[src/rtl/svpwm_pkg.sv]
package svpwm_pkg;
  // Sector numbering: code 0 is the first 60-degree sector.
  typedef enum logic [2:0] {
    SEC1 = 3'd0,
    SEC2 = 3'd1,
    SEC3 = 3'd2,
    SEC4 = 3'd3,
    SEC5 = 3'd4,
    SEC6 = 3'd5
  } sector_e;
endpackage

[src/rtl/svpwm_angle_split.sv]
// Splits a turn-fraction angle into sector and in-sector table index.
module svpwm_angle_split
  import svpwm_pkg::*;
#(
  parameter int ANG_W = 10,
  parameter int IDX_W = 5
) (
  input  logic [ANG_W-1:0] angle,
  output sector_e          sector,
  output logic [IDX_W-1:0] idx
);
  localparam int P_W = ANG_W + 3;

  logic [P_W-1:0] scaled;

  assign scaled = P_W'(angle) * P_W'(6);
  assign sector = sector_e'(scaled[P_W-1:ANG_W]);
  assign idx    = IDX_W'(scaled[ANG_W-1:0] >> (ANG_W - IDX_W));
endmodule

[src/rtl/svpwm_ratio_rom.sv]
// Elaboration-time table of sin(x)/sin(60deg) over one sector, N+1 points.
module svpwm_ratio_rom #(
  parameter int IDX_W = 5,
  parameter int G_W   = 10
) (
  input  logic [IDX_W-1:0] idx,
  output logic [G_W:0]     g_lag,   // g(N-k): weight of first active vector
  output logic [G_W:0]     g_lead   // g(k):   weight of second active vector
);
  localparam int  N     = 1 << IDX_W;
  localparam int  GV_W  = G_W + 1;
  localparam real PI_C  = 3.14159265358979;

  function automatic int ratio_point(input int j);
    real ph;
    real r;
    ph = PI_C * j / (3.0 * N);
    r  = $sin(ph) / $sin(PI_C / 3.0);
    return $rtoi(r * (2.0 ** G_W) + 0.5);
  endfunction

  logic [GV_W-1:0] tbl [N+1];

  for (genvar j = 0; j <= N; j++) begin : g_tbl
    localparam int PT = ratio_point(j);
    assign tbl[j] = GV_W'(PT);
  end

  logic [IDX_W:0] far_i;
  assign far_i  = (IDX_W+1)'(N) - {1'b0, idx};
  assign g_lag  = tbl[far_i];
  assign g_lead = tbl[{1'b0, idx}];
endmodule

[src/rtl/svpwm_dwell.sv]
// Two stages: raw dwell products, then clip or zero-time fill.
module svpwm_dwell
  import svpwm_pkg::*;
#(
  parameter int M_W  = 10,
  parameter int TS_W = 10,
  parameter int G_W  = 10
) (
  input  logic                 clk,
  input  logic                 rst_n,
  input  logic                 en,
  input  logic                 in_v,
  input  sector_e              in_sec,
  input  logic [M_W+TS_W-1:0]  in_mts,
  input  logic [G_W:0]         in_g1,
  input  logic [G_W:0]         in_g2,
  input  logic [TS_W-1:0]      in_ts,
  output logic                 out_v,
  output sector_e              out_sec,
  output logic [TS_W-1:0]      out_t1,
  output logic [TS_W-1:0]      out_t2,
  output logic [TS_W-1:0]      out_t0,
  output logic [TS_W-1:0]      out_ts
);
  localparam int GV_W  = G_W + 1;
  localparam int PR_W  = M_W + TS_W + GV_W;
  localparam int SH    = M_W - 1 + G_W;
  localparam int RAW_W = TS_W + 2;
  localparam int NUM_W = TS_W + GV_W;

  // Stage A: raw dwell products
  logic [PR_W-1:0] prod1, prod2;
  assign prod1 = PR_W'(in_mts) * PR_W'(in_g1);
  assign prod2 = PR_W'(in_mts) * PR_W'(in_g2);

  logic              a_v;
  sector_e           a_sec;
  logic [RAW_W-1:0]  a_r1, a_r2;
  logic [GV_W-1:0]   a_g1, a_g2;
  logic [TS_W-1:0]   a_ts;

  always_ff @(posedge clk or negedge rst_n) begin
    if (!rst_n) begin
      a_v   <= 1'b0;
      a_sec <= SEC1;
      a_r1  <= '0;
      a_r2  <= '0;
      a_g1  <= '0;
      a_g2  <= '0;
      a_ts  <= '0;
    end else if (en) begin
      a_v   <= in_v;
      a_sec <= in_sec;
      a_r1  <= RAW_W'(prod1 >> SH);
      a_r2  <= RAW_W'(prod2 >> SH);
      a_g1  <= in_g1;
      a_g2  <= in_g2;
      a_ts  <= in_ts;
    end
  end

  // Stage B: proportional clip when the active vectors overrun the period
  logic [RAW_W:0]    raw_sum;
  logic              clip;
  logic [NUM_W-1:0]  num;
  logic [GV_W:0]     den;
  logic [TS_W-1:0]   t1_n, t2_n, t0_n;

  assign raw_sum = {1'b0, a_r1} + {1'b0, a_r2};
  assign clip    = raw_sum > (RAW_W+1)'(a_ts);
  assign num     = NUM_W'(a_ts) * NUM_W'(a_g1);
  assign den     = {1'b0, a_g1} + {1'b0, a_g2};

  always_comb begin
    if (clip) begin
      t1_n = TS_W'(num / NUM_W'(den));
      t2_n = a_ts - t1_n;
    end else begin
      t1_n = TS_W'(a_r1);
      t2_n = TS_W'(a_r2);
    end
    t0_n = a_ts - t1_n - t2_n;
  end

  always_ff @(posedge clk or negedge rst_n) begin
    if (!rst_n) begin
      out_v   <= 1'b0;
      out_sec <= SEC1;
      out_t1  <= '0;
      out_t2  <= '0;
      out_t0  <= '0;
      out_ts  <= '0;
    end else if (en) begin
      out_v   <= a_v;
      out_sec <= a_sec;
      out_t1  <= t1_n;
      out_t2  <= t2_n;
      out_t0  <= t0_n;
      out_ts  <= a_ts;
    end
  end
endmodule

[src/rtl/svpwm_leg_map.sv]
// Sector rule from dwell times to three leg on-times, registered output.
module svpwm_leg_map
  import svpwm_pkg::*;
#(
  parameter int TS_W = 10
) (
  input  logic            clk,
  input  logic            rst_n,
  input  logic            en,
  input  logic            in_v,
  input  sector_e         in_sec,
  input  logic [TS_W-1:0] in_t1,
  input  logic [TS_W-1:0] in_t2,
  input  logic [TS_W-1:0] in_t0,
  input  logic [TS_W-1:0] in_ts,
  output logic            out_v,
  output logic [TS_W-1:0] out_a,
  output logic [TS_W-1:0] out_b,
  output logic [TS_W-1:0] out_c
);
  logic [TS_W-1:0] half0, hi, lo1, lo2;
  logic [TS_W-1:0] na, nb, nc;

  assign half0 = in_t0 >> 1;
  assign hi    = in_ts - half0;
  assign lo1   = half0 + in_t1;
  assign lo2   = half0 + in_t2;

  always_comb begin
    unique case (in_sec)
      SEC1:    begin na = half0; nb = lo1;   nc = hi;    end
      SEC2:    begin na = lo2;   nb = half0; nc = hi;    end
      SEC3:    begin na = hi;    nb = half0; nc = lo1;   end
      SEC4:    begin na = hi;    nb = lo2;   nc = half0; end
      SEC5:    begin na = lo1;   nb = hi;    nc = half0; end
      default: begin na = half0; nb = hi;    nc = lo2;   end
    endcase
  end

  always_ff @(posedge clk or negedge rst_n) begin
    if (!rst_n) begin
      out_v <= 1'b0;
      out_a <= '0;
      out_b <= '0;
      out_c <= '0;
    end else if (en) begin
      out_v <= in_v;
      out_a <= na;
      out_b <= nb;
      out_c <= nc;
    end
  end
endmodule

[src/rtl/svpwm_dwell_calc.sv]
module svpwm_dwell_calc
  import svpwm_pkg::*;
#(
  parameter int ANG_W = 10,
  parameter int M_W   = 10,
  parameter int TS_W  = 10,
  parameter int IDX_W = 5,
  parameter int G_W   = 10
) (
  input  logic             clk,
  input  logic             rst_n,
  input  logic             in_valid,
  output logic             in_ready,
  input  logic [ANG_W-1:0] in_angle,
  input  logic [M_W-1:0]   in_mod,
  input  logic [TS_W-1:0]  in_period,
  output logic             out_valid,
  input  logic             out_ready,
  output logic [TS_W-1:0]  out_on_a,
  output logic [TS_W-1:0]  out_on_b,
  output logic [TS_W-1:0]  out_on_c
);
  localparam int GV_W  = G_W + 1;
  localparam int MTS_W = M_W + TS_W;

  // Whole pipeline advances together; a parked result freezes it.
  logic adv;
  assign adv      = !out_valid || out_ready;
  assign in_ready = adv;

  sector_e          split_sec;
  logic [IDX_W-1:0] split_idx;

  svpwm_angle_split #(.ANG_W(ANG_W), .IDX_W(IDX_W)) u_split (
    .angle (in_angle),
    .sector(split_sec),
    .idx   (split_idx)
  );

  // Stage 1: captured sample
  logic             s1_v;
  sector_e          s1_sec;
  logic [IDX_W-1:0] s1_idx;
  logic [M_W-1:0]   s1_mod;
  logic [TS_W-1:0]  s1_ts;

  always_ff @(posedge clk or negedge rst_n) begin
    if (!rst_n) begin
      s1_v   <= 1'b0;
      s1_sec <= SEC1;
      s1_idx <= '0;
      s1_mod <= '0;
      s1_ts  <= '0;
    end else if (adv) begin
      s1_v   <= in_valid;
      s1_sec <= split_sec;
      s1_idx <= split_idx;
      s1_mod <= in_mod;
      s1_ts  <= in_period;
    end
  end

  // Stage 2: table lookup and ratio-period product
  logic [GV_W-1:0] rom_g1, rom_g2;

  svpwm_ratio_rom #(.IDX_W(IDX_W), .G_W(G_W)) u_rom (
    .idx   (s1_idx),
    .g_lag (rom_g1),
    .g_lead(rom_g2)
  );

  logic             s2_v;
  sector_e          s2_sec;
  logic [MTS_W-1:0] s2_mts;
  logic [GV_W-1:0]  s2_g1, s2_g2;
  logic [TS_W-1:0]  s2_ts;

  always_ff @(posedge clk or negedge rst_n) begin
    if (!rst_n) begin
      s2_v   <= 1'b0;
      s2_sec <= SEC1;
      s2_mts <= '0;
      s2_g1  <= '0;
      s2_g2  <= '0;
      s2_ts  <= '0;
    end else if (adv) begin
      s2_v   <= s1_v;
      s2_sec <= s1_sec;
      s2_mts <= MTS_W'(s1_mod) * MTS_W'(s1_ts);
      s2_g1  <= rom_g1;
      s2_g2  <= rom_g2;
      s2_ts  <= s1_ts;
    end
  end

  // Stages 3 and 4: dwell times
  logic            d_v;
  sector_e         d_sec;
  logic [TS_W-1:0] d_t1, d_t2, d_t0, d_ts;

  svpwm_dwell #(.M_W(M_W), .TS_W(TS_W), .G_W(G_W)) u_dwell (
    .clk    (clk),
    .rst_n  (rst_n),
    .en     (adv),
    .in_v   (s2_v),
    .in_sec (s2_sec),
    .in_mts (s2_mts),
    .in_g1  (s2_g1),
    .in_g2  (s2_g2),
    .in_ts  (s2_ts),
    .out_v  (d_v),
    .out_sec(d_sec),
    .out_t1 (d_t1),
    .out_t2 (d_t2),
    .out_t0 (d_t0),
    .out_ts (d_ts)
  );

  // Stage 5: leg assignment
  svpwm_leg_map #(.TS_W(TS_W)) u_map (
    .clk   (clk),
    .rst_n (rst_n),
    .en    (adv),
    .in_v  (d_v),
    .in_sec(d_sec),
    .in_t1 (d_t1),
    .in_t2 (d_t2),
    .in_t0 (d_t0),
    .in_ts (d_ts),
    .out_v (out_valid),
    .out_a (out_on_a),
    .out_b (out_on_b),
    .out_c (out_on_c)
  );
endmodule

[config.mk]
export PLATFORM = sky130hd
export DESIGN_NAME = svpwm_dwell_calc
export DESIGN_NICKNAME = d
export VERILOG_FILES = /design/src/rtl/svpwm_pkg.sv /design/src/rtl/svpwm_angle_split.sv /design/src/rtl/svpwm_ratio_rom.sv /design/src/rtl/svpwm_dwell.sv /design/src/rtl/svpwm_leg_map.sv /design/src/rtl/svpwm_dwell_calc.sv
export SDC_FILE = /design/constraint.sdc
export NUM_CORES = 2
export LEC_CHECK = 0
export BUFFER_PORTS_ARGS = -buffer_cell sky130_fd_sc_hd__buf_2
export CORE_MARGIN = 8
export CORE_UTILIZATION = 30
export DETAILED_ROUTE_END_ITERATION = 6
export GPL_TIMING_DRIVEN = 0
export PLACE_DENSITY = 0.5
export SYNTH_ARGS = -nofsm -noshare
export SYNTH_HDL_FRONTEND = slang
export SYNTH_SLANG_ARGS = --single-unit
[constraint.sdc]
create_clock -name clk -period 138.8 [get_ports clk]
set_input_delay 6.94 -clock clk [delete_from_list [all_inputs] [get_ports clk]]
set_output_delay 6.94 -clock clk [all_outputs]
set_load 0.05 [all_outputs]
# Word level (Yosys, flattened, before mapping)
# Memories as Yosys holds them, arrays and structs flattened. A register that Yosys moved wholly into a read port is not among the register bits.
# Cells that the tools add are included.
[totals]
ff_bits = 198
rom_bits = 1408
input_bits = 34
out_inout_bits = 32
wordCells = 64
n_memories = 2
[classes]
add_sub_neg = 9
mul = 5
div = 1
order_cmp = 1
eq_ne = 4
mux = 5
bitwise = 2
n_reduce_logical = 9
[memory_table]
columns = ["name", "depth", "word_bits", "rd", "rd_ports_with_merged_regs", "wr", "line", "source"]
rows = [
  ["(no name shown)", 64, 11, 1, 1, 0, "svpwm_ratio_rom.sv:31", "assign g_lag = tbl[far_i];"],
  ["(no name shown)", 64, 11, 1, 1, 0, "svpwm_ratio_rom.sv:32", "assign g_lead = tbl[{1'b0, idx}];"],
]
[ops]
columns = ["cell", "n"]
rows = [
  ["$pmux 10 s3", 3],
  ["$mul 20x11->31", 2],
  ["$sub 10x10->10", 3],
  ["$div 21x12->21", 1],
  ["$mul 10x11->21", 1],
  ["$add 9x10->10", 2],
  ["$mul 10x10->20", 1],
  ["$mux 10", 2],
  ["$add 12x12->13", 1],
  ["$gt 13x10->1", 1],
  ["$add 11x11->12", 1],
  ["$mul 10x2->12 const B", 1],
  ["$sub 10x9->10", 1],
  ["$reduce_or 2->1", 4],
  ["$not 5->7", 1],
  ["$not 6->7", 1],
  ["$eq 3x2->1 const B", 2],
  ["$sub 6x5->6 const A", 1],
  ["$eq 3x1->1 const B", 1],
  ["$eq 3x3->1 const B", 1],
  ["$logic_not 1->1", 3],
  ["$logic_not 3->1", 1],
  ["$logic_or 1x1->1", 1],
]

# Logic depth before layout (Yosys ltp)
[logic_depth]
word_depth = 5
mapped_depth = 293
depth_no_buf = 275

# Cells and area by module
# From an unflattened synthesis, not the netlist that was laid out.
[unflattened]
cells_unflattened = 5178
area_unflattened_um2 = 43548.0
[modules_own_cells]
columns = ["module", "n_inst", "cells_each", "area_each_um2", "seq_area_each_um2"]
rows = [
  ["svpwm_dwell", 1, 3752, 31951.9, 2602.5],
  ["svpwm_dwell_calc", 1, 767, 6695.2, 2127.0],
  ["svpwm_leg_map", 1, 429, 3306.9, 775.7],
  ["svpwm_ratio_rom", 1, 187, 1248.7, 0.0],
  ["svpwm_angle_split", 1, 43, 345.3, 0.0],
]

# Worst setup path before layout
# OpenSTA, ideal clock, no wires.
[synth_path]
kind = "reg-to-reg"
startpoint = "register u_dwell.a_ts[3]"
endpoint = "register u_dwell.out_t0[9]"
setup_time_ps = 137
arrival_time_ps = 56214
t_required_ps = 138663
setup_slack_ps = 82449
path_stages_with_launch = 281
n_path_buf = 19
period_less_slack_ps = 56351
path_cell_list = "dfrtp_1 > clkbuf_1 > nand2_1 > fa_1 > inv_1 > fa_1 > inv_1 > fa_1 > inv_1 > fa_1 > inv_1 > fa_1 > inv_1 > ha_1 > o211a_1 > o2111ai_1 > a21oi_1 > or3_1 > [... 245 more ...] > inv_1 > ha_1 > fa_1 > nor2b_1 > nor3_1 > a21oi_1 > fa_1 > ha_1 > a21oi_1 > o21bai_1 > a21oi_1 > o21bai_1 > a21oi_1 > o21bai_1 > a21oi_1 > xnor2_1 > xnor2_1 > a21oi_1"
[synth_between]
elab_chain_cells = 5
elab_cells_between_ends = 8
classes_between = "3 x add/sub; 1 x mul; 1 x div; 1 x order compare; 2 x mux"
[synth_lines]
columns = ["item", "line", "source"]
rows = [
  ["start: declaration", "svpwm_dwell.sv:40", "logic [TS_W-1:0] a_ts;"],
  ["start signal: assignment", "svpwm_dwell.sv:58", "a_ts <= in_ts;"],
  ["$mul 10x11->21", "svpwm_dwell.sv:71", "assign num = NUM_W'(a_ts) * NUM_W'(a_g1);"],
  ["$div 21x12->21", "svpwm_dwell.sv:76", "t1_n = TS_W'(num / NUM_W'(den));"],
  ["$mux 10 / $sub 10x10->10 (equally long branches)", "svpwm_dwell.sv:75, svpwm_dwell.sv:77", ""],
  ["$sub 10x10->10 / $mux 10 (equally long branches)", "svpwm_dwell.sv:82, svpwm_dwell.sv:75", ""],
  ["$sub 10x10->10 (*)", "svpwm_dwell.sv:82", "t0_n = a_ts - t1_n - t2_n;"],
  ["end signal: assignment", "svpwm_dwell.sv:98", "out_t0 <= t0_n;"],
  ["end: declaration", "svpwm_dwell.sv:22", "output logic [TS_W-1:0] out_t0,"],
]
# Every way passes the cells marked *; elsewhere a longest branch is shown, timed or not.
# A chain may end at the register's enable or synchronous reset.

# Worst setup path in the final report
# Same ends and word-level chain as after synthesis.

==> flow_summary_export.csv <==
group,metric,value,unit
status,status,"complete, no violations",
timing,setup_violations,0,
clock_tree,postCtsSetupBuffers,0,
drt,viasPerCell,5.12,
critical_path,critPathBufInv,32,
placed_design,place.gp.congestion,0.903,
floorplan,dieArea,0.154,mm^2
hold_path,hold_path.class,"reg -> reg",
critical_path,critPathArrivalTime,70390,ps
drt,drt_pre_antenna_iters,5,
drt,drt_iter0_markers,2451,
floorplan,die_y,393,um
critical_path,regToRegSetupSlack,68830,ps
global_route,overflow,0,
critical_path,critical-path-max-stage-delay,770,ps
floorplan,ioPinCount,66,
floorplan,die_w,393,um
synth,syn_nets,6203,
run,max-cap-violations,0,
drt,vias,36739,
critical_path,cp_data_required_time,139220,ps
drt,drt_drc_violations_left,0,
floorplan,initial_core_util,0.301,
global_route,use_met3,0.0175,
clock_tree,clockRootBuffer,"clkbuf_16",
global_route,grt_busiest_layer,"met2",
global_route,antenna_found_initial,0,
synth,synth_top_area_share,0.212,
drt,routed_wirelength,135,mm
critical_path,end_kind,"flop",
clock_tree,cts.sinks,217,
critical_path,slowest_stage,"a2111oi_0",
cells_and_area,nNetsFinal,6301,
cells_and_area,area_delta_synth_final,8.76,%
clock_tree,cts_resized,0,
cells_and_area,mostFrequentLayoutCell,"nand2_1",
synth,ys_ff_latch,217,
global_route,gr-usage-met1,0.239,
clock_tree,path_clk_slew,60,ps
floorplan,rows,138,
clock_tree,holdBufCountCts,0,
timing,period_share,0.504,
synth,yosysTopAreaCell,"fa_1",
floorplan,core_area,0.141,mm^2
timing,fmax,14.3,MHz
synth,synth.avg_cell_area,8.23,um^2
synth,async_reset_ff_frac,1.00,
cells_and_area,drive_gt1_frac,0.0461,
critical_path,start_kind,"flop",
drt,avgRoutedWirePerCell,18.9,um
cells_and_area,finish.utilization,0.328,
hold_path,worstHoldStart,"u_dwell.out_v",
clock_tree,cts_max_level,1,
placed_design,port_buffers,65,
critical_path,rr_startpoint,"u_dwell.a_ts[3]",
synth,synth-edff-count,0,
critical_path,crit_fanout,10,
placed_design,place_inst,7133,
synth,netlist_top_cells_area,"fa_1, ha_1, dfrtp_1",
clock_tree,cts_buffers,27,
clock_tree,cts_tree,"done",
timing,max_slew_margin,0.136,
critical_path,worstSetupPathType,"reg -> reg",
global_route,gr-usage-met2,0.287,
synth,synth_ff_type,"dfrtp_1",
synth,synthesis.instances,5174,
timing,period_minus_slack,69970,ps
global_route,grt_pass1_wl,213,mm
clock_tree,cts_max_path_buffers,3,
critical_path,cpMostUsedCell,"o21a_1",
global_route,grt_pass1_vias,37080,
timing,worstMarginPinSlew,1300,ps
global_route,grt_max_degree,118,
synth,yosys_warnings,0,
placed_design,dp_hpwl,110,mm
critical_path,crit_start,"u_dwell.a_ts[3]",
timing,rsz0062_at_grt,"no",
critical_path,crit_family,"compound AO/OA/AOI/OAI gates",
synth,synth_cell_types,112,
timing,fin_setup_tns,0,ps
global_route,grtUsageTotal,0.172,
cells_and_area,fin_cells,7178,
timing,hold_viol_final,0,
timing,finalClockSkew,17.9,ps
timing,slew_violations,0,
drt,ant_nets,0,
synth,synthesis.area,0.0426,mm^2
cells_and_area,antennaDiodeCount,0,
clock_tree,clk_latency,580,ps
synth,ys_seq_area_frac,0.128,
cells_and_area,final_cell_mix,"nand2_1, inv_1, ha_1",
## worst min-delay path, stage by stage (launching register included)
cell and delay, ps:
dfrtp_1 330, nand2_1 50, nand2_1 50
## layer usage
layer,part of all wire,up-vias
met4,0.027,0
met1,0.47,18077
met5,0,-
met3,0.043,181
li1,-,17622
met2,0.46,859
## cell usage after synthesis, types with 116 or more instances
cell type	instances
nand2_1	818
inv_1	549
ha_1	545
fa_1	450
and2_1	305
nor2_1	293
a21oi_1	287
clkbuf_1	218
dfrtp_1	217
o21ai_0	185
xnor2_1	145
nor3_1	116
## state kept, by name (all words and copies together), names as in the netlist, 11 cells and up
register      count
s2_g1            11
u_dwell.a_r1     12
u_dwell.a_g1     11
s2_mts           20
u_dwell.a_r2     12
## stage by stage
| step | area (um^2) | hold slack (ps) | setup WS (ps) |
|---|---|---|---|
| floorplan | 42600 | 430 | 82450 |
| global placement | 45300 | 449 | 69060 |
| detailed placement | 45400 | 447 | 69060 |
| CTS | 46300 | 460 | 68640 |
| global route | 46300 | 483 | 63450 |
| finish | 46300 | 462 | 68830 |
## worst paths after layout
| path | depth (start not counted) | end |
|---|---|---|
| max | 273 | u_dwell.out_t0[9] |
| min | 2 | u_dwell.out_v |
| max reg2reg | 273 | u_dwell.out_t0[9] |
| min reg2reg | 2 | u_dwell.out_v |
| max in group asynchronous | 2 | u_map.out_a[5] |
| min in group asynchronous | 1 | s2_g1[5] |
## cell families after synthesis
kind of cell	Yosys count	synth area share
and+or+nand+nor	1809	0.200
AOI/OAI and AO/OA	1070	0.166
buffers and inverters	801	0.0718
DFF	217	0.128
xor gates and xnor gates	189	0.0390
adders and majority gates	997	0.372
muxes	91	0.0233
## layout make-up
class | instances | area [um^2]
plain buffers | 243 | 957
clock buffers | 34 | 752
clock inverters | 11 | 134
fillers | 15173 | 94900
inverters | 558 | 2100
multi-input cells | 4156 | 34200
flip-flops and latches | 217 | 5430
well taps | 1890 | 2360
repair buffers | 69 | 420
Power is not shown: default switching activity piles up to over one toggle a cycle in this logic, so the estimate is an artifact.
